`src/rtl/sync_tx_tail.sv`:
```
`timescale 1ns/1ps
module sync_tx_tail #(
  parameter int PSW = 3
) (
  input  logic           clk,
  input  logic           rst_n,
  input  logic           cfg_we,
  input  logic           cfg_wide,
  input  logic           cfg_tail_en,
  input  logic           cfg_tail_latch,
  input  logic [PSW-1:0] cfg_div_sel,
  input  logic [7:0]     data_lo,
  input  logic [7:0]     data_hi,
  input  logic           start,
  input  logic           irq_clr,
  output logic           sck,
  output logic           so_oe,
  output logic           busy,
  output logic           tail_active,
  output logic           irq
);
  localparam int DCW = (1 << PSW) - 1;

  typedef enum logic [1:0] {S_IDLE, S_DATA, S_TAIL} st_t;

  st_t            st;
  logic [DCW-1:0] dcnt;
  logic [4:0]     ph;
  logic [15:0]    sh;
  logic           sck_q, oe_q, irq_q;
  logic           wide_q, tail_en_q, latch_q;
  logic [PSW-1:0] sel_q;

  logic [DCW-1:0] lim;
  logic           half_end;
  logic [4:0]     last_ph;

  assign lim      = ({{(DCW-1){1'b0}}, 1'b1} << sel_q) - 1'b1;
  assign half_end = (dcnt == lim);
  assign last_ph  = wide_q ? 5'd31 : 5'd15;

  always_ff @(posedge clk) begin
    if (!rst_n) begin
      st        <= S_IDLE;
      dcnt      <= '0;
      ph        <= '0;
      sh        <= '0;
      sck_q     <= 1'b1;
      oe_q      <= 1'b0;
      irq_q     <= 1'b0;
      wide_q    <= 1'b0;
      tail_en_q <= 1'b0;
      latch_q   <= 1'b0;
      sel_q     <= '0;
    end else begin
      if (irq_clr) irq_q <= 1'b0;
      case (st)
        S_IDLE: begin
          if (cfg_we) begin
            wide_q    <= cfg_wide;
            tail_en_q <= cfg_tail_en;
            latch_q   <= cfg_tail_latch;
            sel_q     <= cfg_div_sel;
          end
          if (start) begin
            st    <= S_DATA;
            sh    <= {data_hi, data_lo};
            ph    <= '0;
            dcnt  <= '0;
            sck_q <= 1'b0;
            oe_q  <= ~data_lo[0];
          end
        end
        S_DATA: begin
          if (half_end) begin
            dcnt <= '0;
            ph   <= ph + 5'd1;
            if (!ph[0]) begin
              sck_q <= 1'b1;
            end else if (ph == last_ph) begin
              irq_q <= 1'b1;
              ph    <= '0;
              if (tail_en_q) begin
                st   <= S_TAIL;
                oe_q <= latch_q;
              end else begin
                st   <= S_IDLE;
                oe_q <= 1'b0;
              end
            end else begin
              sck_q <= 1'b0;
              sh    <= sh >> 1;
              oe_q  <= ~sh[1];
            end
          end else begin
            dcnt <= dcnt + 1'b1;
          end
        end
        S_TAIL: begin
          if (half_end) begin
            dcnt <= '0;
            ph   <= ph + 5'd1;
            if (ph == 5'd1) oe_q <= 1'b0;
            if (ph == 5'd3) st <= S_IDLE;
          end else begin
            dcnt <= dcnt + 1'b1;
          end
        end
        default: st <= S_IDLE;
      endcase
    end
  end

  assign sck         = sck_q;
  assign so_oe       = oe_q;
  assign busy        = (st == S_DATA);
  assign tail_active = (st == S_TAIL);
  assign irq         = irq_q;
endmodule


```
`config.mk`:
```
export PLATFORM = sky130hd
export DESIGN_NAME = sync_tx_tail
export DESIGN_NICKNAME = d
export VERILOG_FILES = /design/src/rtl/sync_tx_tail.sv
export SDC_FILE = /design/constraint.sdc
export NUM_CORES = 1
export LEC_CHECK = 0
export BUFFER_PORTS_ARGS = -buffer_cell sky130_fd_sc_hd__buf_2
export CELL_PAD_IN_SITES_DETAIL_PLACEMENT = 0
export CELL_PAD_IN_SITES_GLOBAL_PLACEMENT = 1
export CORE_UTILIZATION = 40
export DETAILED_ROUTE_END_ITERATION = 6
export HOLD_SLACK_MARGIN = 0.05
export PLACE_DENSITY = 0.83
export SKIP_LAST_GASP = 1
export SYNTH_ARGS = -nofsm -noshare
export SYNTH_HDL_FRONTEND = slang
export SYNTH_SLANG_ARGS = --single-unit
```
`constraint.sdc`:
```
create_clock -name clk -period 4.1 [get_ports clk]
set_clock_uncertainty 0.1 [all_clocks]
set_input_delay 0.41 -clock clk [delete_from_list [all_inputs] [get_ports clk]]
set_output_delay 0.41 -clock clk [all_outputs]
set_load 0.1 [all_outputs]
```
# == Yosys cells after proc, flatten, opt, wreduce, memory -nomap -nowiden ==
# Cells that the tools add are included.
# totals
memories,0
input_bits,27
reg_bits,39
mem_bits_rw,0
latchBits,0
rom_bits,0
elab_cells,85
output_inout_bits,5
# classes
bitwise,2
n_reduce_logical,12
mul,0
eq_ne,15
div,0
n_shift,1
n_addsub,3
mux,41
order_cmp,0
# ops
operator,count
16-bit two-way mux,4
16-bit one-hot mux with 2 select lines,1
5-bit two-way mux,6
1-bit two-way mux,16
5-bit one-hot mux with 3 select lines,1
2-bit two-way mux,7
7-bit two-way mux,2
7-bit one-hot mux with 2 select lines,1
2-bit by 1-bit inequality test with 1-bit output (second input constant),6
6-bit AND reduction,2
4-bit AND reduction,2
7-bit by 1-bit adder with 7-bit output (second input constant),1
7-bit == test,1
1-bit by 3-bit left shift with 7-bit output (first input constant),1
7-bit by 1-bit subtractor with 7-bit output (second input constant),1
2-bit one-hot mux with 3 select lines,1
5-bit by 1-bit adder with 5-bit output (second input constant),1
5-bit by 1-bit == test with 1-bit output (second input constant),1
5-bit by 2-bit == test with 1-bit output (second input constant),1
5-bit == test,1
5-bit AND reduction,1
2-bit inequality test (second input constant),2
2-bit AND reduction,2
2-bit nonzero test,2
9 further kinds,10

# == Depth between registers and ports, before layout ==
# logic_depth
depth_word,6
depth_mapped,13
mapped_depth_nobuf,9

# == Worst setup path after synthesis ==
# No wires, ideal clock.
# synth_timing
path_type,register to register
start,register sel_q[2]
end,register sh[10]
path_buffers,4
setup_ns,0.146
synth_period_minus_slack_ns,3.012
path_stages_with_launch,13
setup_slack_ns,1.088
t_required_ns,3.854
t_arrival_ns,2.766
path_cell_list,dfxtp_1 > buf_4 > or3_2 > ha_1 > buf_4 > or3b_2 > a21oi_1 > a2111oi_4 > a41o_2 > and2_4 > buf_6 > buf_8 > a211oi_2
# synth_via
elab_chain_cells,5
# synth_rtl
element,line_no,rtl
from (decl),32,logic [PSW-1:0] sel_q;
from (signal assigned),63,sel_q <= cfg_div_sel;
1-bit by 3-bit left shift with 7-bit output,38,"assign lim = ({{(DCW-1){1'b0}}, 1'b1} << sel_q) - 1'b1;"
7-bit by 1-bit subtractor with 7-bit output,38,
7-bit == test,39,assign half_end = (dcnt == lim);
2-bit by 1-bit inequality test with 1-bit output (no line),-,
5-bit AND reduction (no line),-,
to (signal assigned),67,"sh <= {data_hi, data_lo};"
to (signal assigned),92,sh <= sh >> 1;
to (decl),29,logic [15:0] sh;
# No other way between the ends.
# A chain may end at the register's enable or synchronous reset.

# == Final worst setup path ==
# layout_timing
start,register sel_q[2]
end,register sh[6]
# The elaborated chain is that of the path after synthesis.

==> impl_metrics.json <==
{
  "yosys_warnings": 0,
  "port_buffers": 31,
  "min_to": "tail_en_q$_SDFFE_PN0P_",
  "ioPinCount": 32,
  "drive_above_1_share": 0.225,
  "crit_path_start_kind": "flip-flop",
  "setup_viol": 0,
  "drt_iter0_markers": 114,
  "syn_area_sq_um": 2350,
  "yosys.cell_count.top_type": "dfxtp_1",
  "postCtsSetupRepairBufs": 0,
  "grtUsageTotal": 0.185,
  "synth_edf_count": 0,
  "grt_pass1_wl_mm": 9.12,
  "cts-resized-gates": 0,
  "reg2reg_slack_ps": 740,
  "maxSlewViolCount": 0,
  "worst_r2r_path_depth": 8,
  "cp.required_ps": 4130,
  "yosysTopAreaCellShare": 0.324,
  "yosys.area.top_type": "dfxtp_1",
  "setup_tns_ps": 0,
  "syn_area_per_cell_sq_um": 8.63,
  "antenna_found_initial": 0,
  "p_leak_nw": 0.989,
  "cts_tree": "done",
  "cts.clk_slew.worst_paths_ps": 80,
  "final_nets": 328,
  "num_antenna_cells": 0,
  "route.detailed.drc": 0,
  "seq_area_frac_synth": 0.324,
  "timing.rr.start": "sel_q[2]$_SDFFE_PN0P_",
  "routedWlPerCell_um": 14.8,
  "die-height_um": 78.6,
  "htreeDepth": 2,
  "holdBufCountCts": 0,
  "via_count": 2023,
  "tightest_slew_ps": 971,
  "hold_depth": 3,
  "worstPathArrival_ps": 3390,
  "synth_fp_nets": 307,
  "start_util": 0.421,
  "cap_violations": 0,
  "synthFlopType": "dfxtp_1",
  "seqCellArea_sq_um": 761,
  "syn_to_final_growth_pct": 10.9,
  "drt_first_pass_iters": 4,
  "globalplace.congestion": 0.848,
  "cts-root-buf": "clkbuf_8",
  "relSlewSlack": 0.352,
  "clkLatencyLatePin_ps": 290,
  "hp-start": "cfg_tail_en",
  "vdd_drop_max_uv": 338,
  "fin_crit_sh": 0.820,
  "rows": 27,
  "final_util": 0.467,
  "async_reset_ff_frac": 0,
  "clock_sinks": 38,
  "grt.overflow.total": 0,
  "clock_path_buffers": 2,
  "status": "completed",
  "post-route-min-period_ps": 3360,
  "synth_seq_cells": 38,
  "hold_ws_ps": 265,
  "fmaxAchievable_mhz": 298,
  "dp_hpwl_mm": 3.91,
  "endpoint_kind": "flip-flop",
  "cts_buffers": 5,
  "routed_wl_mm": 5.39,
  "viasPerCell": 5.54,
  "worstReg2RegEnd": "sh[6]$_SDFFE_PN0P_",
  "crit_fanout": 15,
  "grt_setup_unrepaired": "no",
  "syn_inst": 272,
  "final_hold_viol_count": 0,
  "power_density_nw_per_um2": 637,
  "grt_pass1_vias": 1909,
  "dieArea_sq_um": 6180,
  "hold_class": "primary input to flip-flop",
  "crit_type": "flip-flop to flip-flop",
  "multi_input_area_sq_um": 1430,
  "synthTopCellsByArea": "dfxtp_1 32%, mux2i_1 7.7%, a21oi_1 6.0%, a211oi_2 5.3%, ha_1 4.3%",
  "synth.distinct_cells": 57,
  "core_sq_um": 5570,
  "die_w_um": 78.6,
  "grt_max_degree": 26,
  "fillers": 551,
  "ys_top_cells_by_count": "38 x dfxtp_1, 28 x a21oi_1, 26 x nand2_1, 18 x mux2i_1, 17 x nor2_1",
  "ant_nets": 0
}
[routing by layer]
| metal | wire [um] | GRT usage | vias up |
|---|---|---|---|
| met5 | 0 | 0 | - |
| met4 | 81 | 0.0537 | 0 |
| met3 | 177 | 0.0372 | 9 |
| met2 | 2480 | 0.295 | 47 |
| met1 | 2640 | 0.250 | 931 |
| li1 | - | - | 1036 |
[logic make-up (layout without fill, tap and decap cells)]
family | after synthesis | count (layout) | synth area share
mux | 18 | 18 | 0.0767
fa+ha+maj | 8 | 8 | 0.0426
buf+inv | 29 | 50 | 0.0655
compound gates | 78 | 78 | 0.254
xor+xnor | 9 | 9 | 0.0336
simple gates | 92 | 92 | 0.204
flops | 38 | 38 | 0.324
[worst max-delay path by stage]
stage | startpoint | end | slack (ps)
after global routing | sel_q[0]$_SDFFE_PN0P_ | sh[6]$_SDFFE_PN0P_ | 550
after global placement | sel_q[2]$_SDFFE_PN0P_ | sh[4]$_SDFFE_PN0P_ | 840
after detailed placement | sel_q[2]$_SDFFE_PN0P_ | sh[6]$_SDFFE_PN0P_ | 790
final | sel_q[2]$_SDFFE_PN0P_ | sh[6]$_SDFFE_PN0P_ | 740
after CTS | sel_q[2]$_SDFFE_PN0P_ | sh[6]$_SDFFE_PN0P_ | 770
after floorplan | sel_q[2]$_SDFFE_PN0P_ | sh[10]$_SDFFE_PN0P_ | 1090
[final cells by class]
cell class                 instances  area share
multi-input combinational        205       0.550
clock inverter                     1      0.0115
clock buffer                       6      0.0317
sequential                        38       0.292
tap                               72      0.0346
inverter                          10      0.0144
timing repair buffer              33      0.0653
[report_power, final]
| group | internal (W) | switching, W |
|---|---|---|
| clock | 0.000195 | 0.000135 |
| combinational | 0.000290 | 0.000516 |
| sequential | 0.000459 | 0.0000647 |
[registers in the layout, summed over array words and instances, names as in the netlist]
signal	cells
tail_en_q	1
irq	1
sel_q	3
ph	5
sh	15
sck	1
wide_q	1
so_oe	1
st	2
latch_q	1
dcnt	7
[worst max-delay path, cell delays in order, from the launching register on]
cell and delay, ps:
dfxtp_1 400, or3_2 510, ha_1 350, or3b_2 250, a21oi_1 90, a2111oi_4 590
a41o_2 470, and2_4 330, a211oi_1 110
[metrics by stage]
stage / cells / power [W] / setup WS, ps / cell area [sq um]
2_1_floorplan: 272 / 0.00122 / 1090 / 2350
3_3_place_gp: 358 / 0.00132 / 843 / 2490
3_5_place_dp: 358 / 0.00133 / 789 / 2490
4_1_cts: 365 / 0.00167 / 772 / 2610
5_1_grt: 365 / 0.00178 / 550 / 2610
6_report: 365 / 0.00166 / 739 / 2610
[placed cells by master (no fill, tap or decap), types with 3 or more instances in the layout]
cell type / synthesis / layout
dfxtp_1: 38 / 38
buf_2: 1 / 31
a21oi_1: 28 / 28
nand2_1: 26 / 26
mux2i_1: 18 / 18
nor2_1: 17 / 17
nand3_1: 13 / 13
inv_1: 10 / 10
o21ai_0: 10 / 10
a211oi_2: 10 / 10
nand4_1: 8 / 8
ha_1: 8 / 8
clkbuf_8: 0 / 6
xnor2_1: 5 / 5
xor2_1: 4 / 4
a31oi_1: 4 / 4
a211oi_1: 4 / 4
nor2b_1: 3 / 3
nor3_1: 3 / 3
and2_1: 3 / 3
or2_2: 3 / 3
o22ai_1: 3 / 3
Note: power is estimated with default switching activity, not from simulation.
